`config.mk`:
```
export PLATFORM = sky130hd
export DESIGN_NAME = wake_status_regs
export DESIGN_NICKNAME = d
export VERILOG_FILES = /design/src/rtl/wake_pkg.sv /design/src/rtl/wake_ctrl.sv /design/src/rtl/wake_datapath.sv /design/src/rtl/wake_status_regs.sv
export SDC_FILE = /design/constraint.sdc
export NUM_CORES = 1
export LEC_CHECK = 0
export BUFFER_PORTS_ARGS = -buffer_cell sky130_fd_sc_hd__buf_2
export CAP_MARGIN = 20
export CORE_MARGIN = 3
export CORE_UTILIZATION = 47
export DETAILED_ROUTE_END_ITERATION = 6
export PLACE_DENSITY = 0.86
export REMOVE_ABC_BUFFERS = 1
export SYNTH_ARGS = -nofsm -noshare
export SYNTH_HDL_FRONTEND = slang
export SYNTH_HIERARCHICAL = 1
export SYNTH_SLANG_ARGS = --single-unit
```
`constraint.sdc`:
```
create_clock -name clk -period 3.3 [get_ports clk]
set_input_delay 0.165 -clock clk [delete_from_list [all_inputs] [get_ports clk]]
set_output_delay 0.165 -clock clk [all_outputs]
set_load 0.03 [all_outputs]
```
`src/rtl/wake_pkg.sv`:
```
package wake_pkg;
  localparam int REG_W      = 32;
  localparam int NUM_SRC    = 3;
  localparam int BIT_WP     = 1;
  localparam int BIT_RDY    = 2;
  localparam int BIT_GWAKE  = 4;
  localparam int BIT_IRQ    = 15;
  localparam logic [REG_W-1:0] MASK_WR_BITS =
    (REG_W'(1) << BIT_GWAKE) | (REG_W'(1) << BIT_RDY) | (REG_W'(1) << BIT_WP);
  localparam logic [REG_W-1:0] STATE_LIVE_BITS =
    (REG_W'(1) << BIT_IRQ) | MASK_WR_BITS;

  typedef enum logic { SEL_MASK = 1'b0, SEL_STATE = 1'b1 } regSel_e;

  typedef struct packed {
    logic               maskWr;
    logic [NUM_SRC-1:0] srcClr;
    logic               irqAck;
  } ctrlStrobes_t;
endpackage

```
`src/rtl/wake_ctrl.sv`:
```
module wake_ctrl
  import wake_pkg::*;
(
  input  logic               regSel,
  input  logic               regWrEn,
  input  logic [NUM_SRC-1:0] wakeClr,
  input  logic               irqAck,
  input  logic               linkWakeEn,
  input  logic               magicWakeDis,
  input  logic               filterEn,
  output ctrlStrobes_t       strobes,
  output logic [NUM_SRC-1:0] srcGate
);
  // Writes aimed at the present-state register are dropped here.
  always_comb begin
    strobes.maskWr = regWrEn && (regSel == SEL_MASK);
    strobes.srcClr = wakeClr;
    strobes.irqAck = irqAck;
  end

  // Normalise the three controls to active-high gates, in source order.
  assign srcGate = {filterEn, ~magicWakeDis, linkWakeEn};
endmodule

```
`src/rtl/wake_datapath.sv`:
```
module wake_datapath
  import wake_pkg::*;
(
  input  logic               clk,
  input  logic               rstN,
  input  ctrlStrobes_t       strobes,
  input  logic [REG_W-1:0]   regWrData,
  input  logic [NUM_SRC-1:0] srcIn,
  input  logic [NUM_SRC-1:0] srcGate,
  input  logic               irqPendingIn,
  input  logic               bvdReadyIn,
  input  logic               bvdWpIn,
  input  logic               pmReqIn,
  output logic [REG_W-1:0]   maskReg,
  output logic [REG_W-1:0]   stateWord,
  output logic               statusChange
);
  logic [NUM_SRC-1:0] srcSticky;
  logic               irqFlag;
  logic               genWake;

  // Sticky source capture: a new pulse beats a clear in the same cycle.
  for (genvar i = 0; i < NUM_SRC; i++) begin : g_src
    always_ff @(posedge clk or negedge rstN) begin
      if (!rstN)
        srcSticky[i] <= 1'b0;
      else
        srcSticky[i] <= srcIn[i] | (srcSticky[i] & ~strobes.srcClr[i]);
    end
  end

  assign genWake = |(srcSticky & srcGate);

  always_ff @(posedge clk or negedge rstN) begin
    if (!rstN)
      maskReg <= '0;
    else if (strobes.maskWr)
      maskReg <= regWrData & MASK_WR_BITS;
  end

  // Interrupt flag: pending sets it, an acknowledge clears it unless a new one arrives.
  always_ff @(posedge clk or negedge rstN) begin
    if (!rstN)
      irqFlag <= 1'b0;
    else
      irqFlag <= irqPendingIn | (irqFlag & ~strobes.irqAck);
  end

  always_comb begin
    stateWord            = '0;
    stateWord[BIT_IRQ]   = irqFlag;
    stateWord[BIT_GWAKE] = genWake;
    stateWord[BIT_RDY]   = bvdReadyIn;
    stateWord[BIT_WP]    = bvdWpIn;
  end

  always_ff @(posedge clk or negedge rstN) begin
    if (!rstN)
      statusChange <= 1'b0;
    else
      statusChange <= (genWake & maskReg[BIT_GWAKE]) | pmReqIn;
  end
endmodule

```
`src/rtl/wake_status_regs.sv`:
```
module wake_status_regs
  import wake_pkg::*;
(
  input  logic               clk,
  input  logic               rstN,
  input  logic               regSel,
  input  logic               regWrEn,
  input  logic [REG_W-1:0]   regWrData,
  output logic [REG_W-1:0]   regRdData,
  input  logic               linkChangeIn,
  input  logic               magicPktIn,
  input  logic               filterMatchIn,
  input  logic               linkWakeEn,
  input  logic               magicWakeDis,
  input  logic               filterEn,
  input  logic [NUM_SRC-1:0] wakeClr,
  input  logic               irqPendingIn,
  input  logic               irqAck,
  input  logic               bvdReadyIn,
  input  logic               bvdWpIn,
  input  logic               pmReqIn,
  output logic               statusChange
);
  ctrlStrobes_t       strobes;
  logic [NUM_SRC-1:0] srcGate;
  logic [REG_W-1:0]   maskReg;
  logic [REG_W-1:0]   stateWord;

  wake_ctrl u_ctrl (
    .regSel       (regSel),
    .regWrEn      (regWrEn),
    .wakeClr      (wakeClr),
    .irqAck       (irqAck),
    .linkWakeEn   (linkWakeEn),
    .magicWakeDis (magicWakeDis),
    .filterEn     (filterEn),
    .strobes      (strobes),
    .srcGate      (srcGate)
  );

  wake_datapath u_dp (
    .clk          (clk),
    .rstN         (rstN),
    .strobes      (strobes),
    .regWrData    (regWrData),
    .srcIn        ({filterMatchIn, magicPktIn, linkChangeIn}),
    .srcGate      (srcGate),
    .irqPendingIn (irqPendingIn),
    .bvdReadyIn   (bvdReadyIn),
    .bvdWpIn      (bvdWpIn),
    .pmReqIn      (pmReqIn),
    .maskReg      (maskReg),
    .stateWord    (stateWord),
    .statusChange (statusChange)
  );

  assign regRdData = (regSel == SEL_STATE) ? stateWord : maskReg;
endmodule

```
; ---- Word-level counts from Yosys, hierarchy flattened
; Cells that the tools add are included.
[word_totals]
register_bits = 8
in_bits = 50
elab_cells = 26
[classes]
n_mux = 1
bitwise = 17
n_reduce_logical = 2
[op_table]
columns = op, count
row1 = $mux 16, 1
row2 = $not 1->1, 6
row3 = $and 1x1->1, 5
row4 = $or 1x1->1, 5
row5 = $and 3x3->3, 1
row6 = $reduce_or 3->1, 1
row7 = $logic_and 1x1->1, 1

; ---- Longest topological paths before layout
[logic_depth]
word_depth = 5
ltp_mapped = 5
ltp_nobuf = 4

; ---- Modules after synthesis
; Netlist, hierarchy kept.
[by_module_without_submodules]
columns = mod, n_inst, seq_area_each_um2, cells_per_inst, area_per_inst_um2
row1 = wake_datapath, 1, 200.2, 86, 763.2
row2 = wake_status_regs, 1, 0.0, 36, 544.3
row3 = wake_ctrl, 1, 0.0, 8, 62.6

; ---- Least setup slack after synthesis
; OpenSTA, ideal clock, no wires.
[synth_timing]
kind = flip-flop to output port
start = reg u_dp.srcSticky[1]
end = out regRdData[4]
arrival_ps = 1191
path_slack_ps = 1944
required_time_ps = 3135
path_stages_with_launch = 5
path_buffers = 1
cell_sequence = dfrtp_1 > a222oi_1 > inv_1 > buf_4 > mux2_4
[synth_via]
elab_chain_len = 3
[synth_lines]
columns = element, line_no
row1 = from (decl), wake_datapath.sv:18  ; logic [NUM_SRC-1:0] srcSticky;
row2 = "from (signal, indexed assignment)", wake_datapath.sv:28  ; srcSticky[i] <= srcIn[i] | (srcSticky[i] & ~strobes.srcClr[i]);
row3 = $and 3x3->3, wake_datapath.sv:32  ; assign genWake = |(srcSticky & srcGate);
row4 = $reduce_or 3->1, wake_datapath.sv:32
row5 = named net u_dp.genWake, wake_datapath.sv:20  ; logic genWake;
row6 = $mux 16, wake_status_regs.sv:57  ; assign regRdData = (regSel == SEL_STATE) ? stateWord : maskReg;
row7 = to (decl), wake_status_regs.sv:9  ; output logic [REG_W-1:0] regRdData,
; The timed path passes the listed nets, and every way through them passes these cells.

; ---- Final worst setup path
[layout_timing]
start = reg u_dp.srcSticky[2]
end = out regRdData[4]
[layout_via]
elab_chain_len = 3
[layout_lines]
columns = element, line_no
row1 = $and 3x3->3, wake_datapath.sv:32
row2 = $reduce_or 3->1, wake_datapath.sv:32
row3 = named net stateWord[4], wake_status_regs.sv:27  ; logic [REG_W-1:0] stateWord;
row4 = $mux 16, wake_status_regs.sv:57
; The timed path passes the listed nets, and every way through them passes these cells.

==> impl_metrics.ini <==
[die]
fp.dieW_um = 59.99
initial_core_util_pct = 52.44
die_y_um = 59.99
pin_count = 83
dieArea_um2 = 3599
core_um2 = 2613
rows = 18

[synth]
synth_top_cells_by_area = buf_4, mux2_4, dfrtp_1
syn_inst = 130
synth_area_leader_cell = buf_4
yosysUniqueCellTypes = 14
synth.ff_latch_count = 8
netlist.area_leader.share_pct = 36.71
ys_warn_count = 6
synth_area_um2 = 1370
synth_area_per_cell_um2 = 10.54
synth_seq_area_share_pct = 14.61

[sta]
max-slew-margin-rel_pct = 34.05
fin_crit_ns = 1.762
skew_ns = 0.004884
fin_crit_sh_pct = 53.40
grt_setup_unrepaired = false
fin_setup_tns_ns = 0
timing.fmax_ghz = 0.5674
slew_violations = 0
worstMarginPinSlew_ns = 0.9892
setup_viol = 0
hold_viol = 0

[detailed_routing]
via_per_inst = 3.851
route.detailed.drc = 0
first_pass_iters = 4
num_vias = 670
drt_iter0_drc = 13
wire_per_inst_um = 10.29
wirelength_mm = 1.791
final_antenna_net_count = 0

[finish]
final_common_cell = conb_1
fillerInstances = 264
areaGrowthSynthToFinish_pct = -12.33
drive_above_1_share_pct = 43.75
nNetsFinal = 196
diodes = 0
instances_no_fill = 174
final_cell_area_um2 = 1201
final_cell_mix = conb_1, mux2_4, buf_2, dfrtp_1, inv_1
seq_area_um2 = 200.2
multiInputGateArea_um2 = 779.5

[worst_setup_path]
cp_data_required_time_ns = 3.13
startpoint_type = register
r2r_cells = 2
worstReg2RegStart = u_dp/srcSticky[2]
reg2reg_slack_ns = 2.26
r2r_end = u_dp/statusChange
cp_slowest_cell = a222oi_1
slowest_delay_ns = 0.42
cp.arrival_ns = 1.60
path_cells = a222oi_1 -> inv_1 -> mux2_4 -> buf_2
endpoint_kind = output port
worstPathMaxFanout = 2
critical_path_class = register to output port

[placement]
io_buffers = 25
dpl.cell_count = 170
detailed_place_hpwl_mm = 1.551
globalplace.congestion = 0.6013
post_dp_cell_area_um2 = 1169

[global_routing]
grt_pass1_wl_mm = 2.835
antenna_found_initial = 0
gr-usage-met3_pct = 1.296
met2_usage_pct = 22.07
use_met1_pct = 9.008
grt_pass1_vias = 702
grtUsageTotal_pct = 10.33
grt_max_degree = 34
busiest_layer = met2
grt.overflow.total = 0

[pwr]
ir_worst_vdd_mv = 0.2456
p_leak_nw = 0.7227
power.density_nw_per_um2 = 308.9

[clocking]
clk_latency_ns = 0.24
root_buffer = clkbuf_4
cts.clk_slew.worst_paths_ns = 0.05
post-cts-setup-buffer-count = 0
cts_tree = done
ctsResizeCount = 0
htree_levels = 1
clock_sinks = 8
numCtsBuffers = 3
ctsLongestPathBuffers = 2

[run_status]
status = complete, no violations

[hold_path]
holdPathEnd = u_dp/irqFlag
hp-start = irqPendingIn
holdPathStages = 2
hold_class = primary input to register

[job]
drv_cap = 0
-- worst max-delay path: cells and delay by family, from the launching register on --
family	cells	cell delay (ns)
AOI/OAI and AO/OA	1	0.42
buffers and inverters	2	0.28
DFF	1	0.39
muxes	1	0.27
-- per-layer routing --
layer | up-vias | wire (um) | part of all wire (%)
met4 | 0 | 19 | 1.1
met3 | 2 | 142 | 7.9
met5 | - | 0 | 0
li1 | 329 | - | -
met2 | 31 | 1070 | 60
met1 | 308 | 559 | 31
-- repair_timing --
| action | CTS | global route |
|---|---|---|
| setup endpoints to repair | 0 | 0 |
| hold endpoints to repair | 8 | 0 |
| hold buffers | 1 | 0 |
-- worst max path at each step --
| stage | slack, ns | cells after the start | start | to |
|---|---|---|---|---|
| after global placement | 1.66 | 3 | regSel | regRdData[1] |
| after floorplan | 2.06 | 3 | u_dp/srcSticky[1] | regRdData[4] |
| after detailed placement | 1.66 | 3 | regSel | regRdData[1] |
| final | 1.54 | 4 | u_dp/srcSticky[2] | regRdData[4] |
| after CTS | 1.55 | 4 | u_dp/srcSticky[2] | regRdData[4] |
| after global routing | 1.44 | 4 | u_dp/srcSticky[2] | regRdData[4] |
-- metrics by stage --
step                util [%]  worst slack, ns  total power (W)  hold slack (ns)
global placement       44.73            1.661        0.0002948          0.01256
floorplan                  -            2.063        0.0002618          -0.1306
finish                 45.98            1.538        0.0003710          0.09768
global route           45.98            1.438        0.0003945           0.1010
detailed placement     44.73            1.662        0.0002972          0.01526
CTS                    45.98            1.551        0.0003712          0.09323
-- registers in the layout (all words and copies together), names as in the netlist --
name               count
u_dp/maskReg           3
u_dp/srcSticky         3
u_dp/statusChange      1
u_dp/irqFlag           1
-- area by class of cell --
type	instances	share of cell area, %
Clock buffer	3	1.875
Inverter	7	2.188
Multi-Input combinational cell	100	64.90
Sequential cell	8	16.67
Tap cell	30	3.125
Timing Repair Buffer	26	11.25
-- synthesized netlist by cell type (all sizes together) --
cell type / number
buf: 71
mux2: 34
dfrtp: 8
inv: 7
a21o: 4
a222oi: 1
conb: 1
nand2: 1
nor2b: 1
o21ai: 1
o21bai: 1
-- where the power goes --
group          internal, W  total [W]  switching (W)
clock            0.0000413  0.0000703      0.0000289
combinational    0.0000737   0.000188       0.000114
sequential        0.000108   0.000113     0.00000499
total             0.000223   0.000371       0.000148
-- logic make-up after synthesis --
| group | after synthesis | synth area share (%) |
|---|---|---|
| mux | 34 | 36.16 |
| compound gates | 7 | 3.836 |
| other cells | 1 | 0.2737 |
| simple gates | 2 | 1.278 |
| buf+inv | 78 | 43.84 |
| flops | 8 | 14.61 |
(Power assumes the default switching activity.)
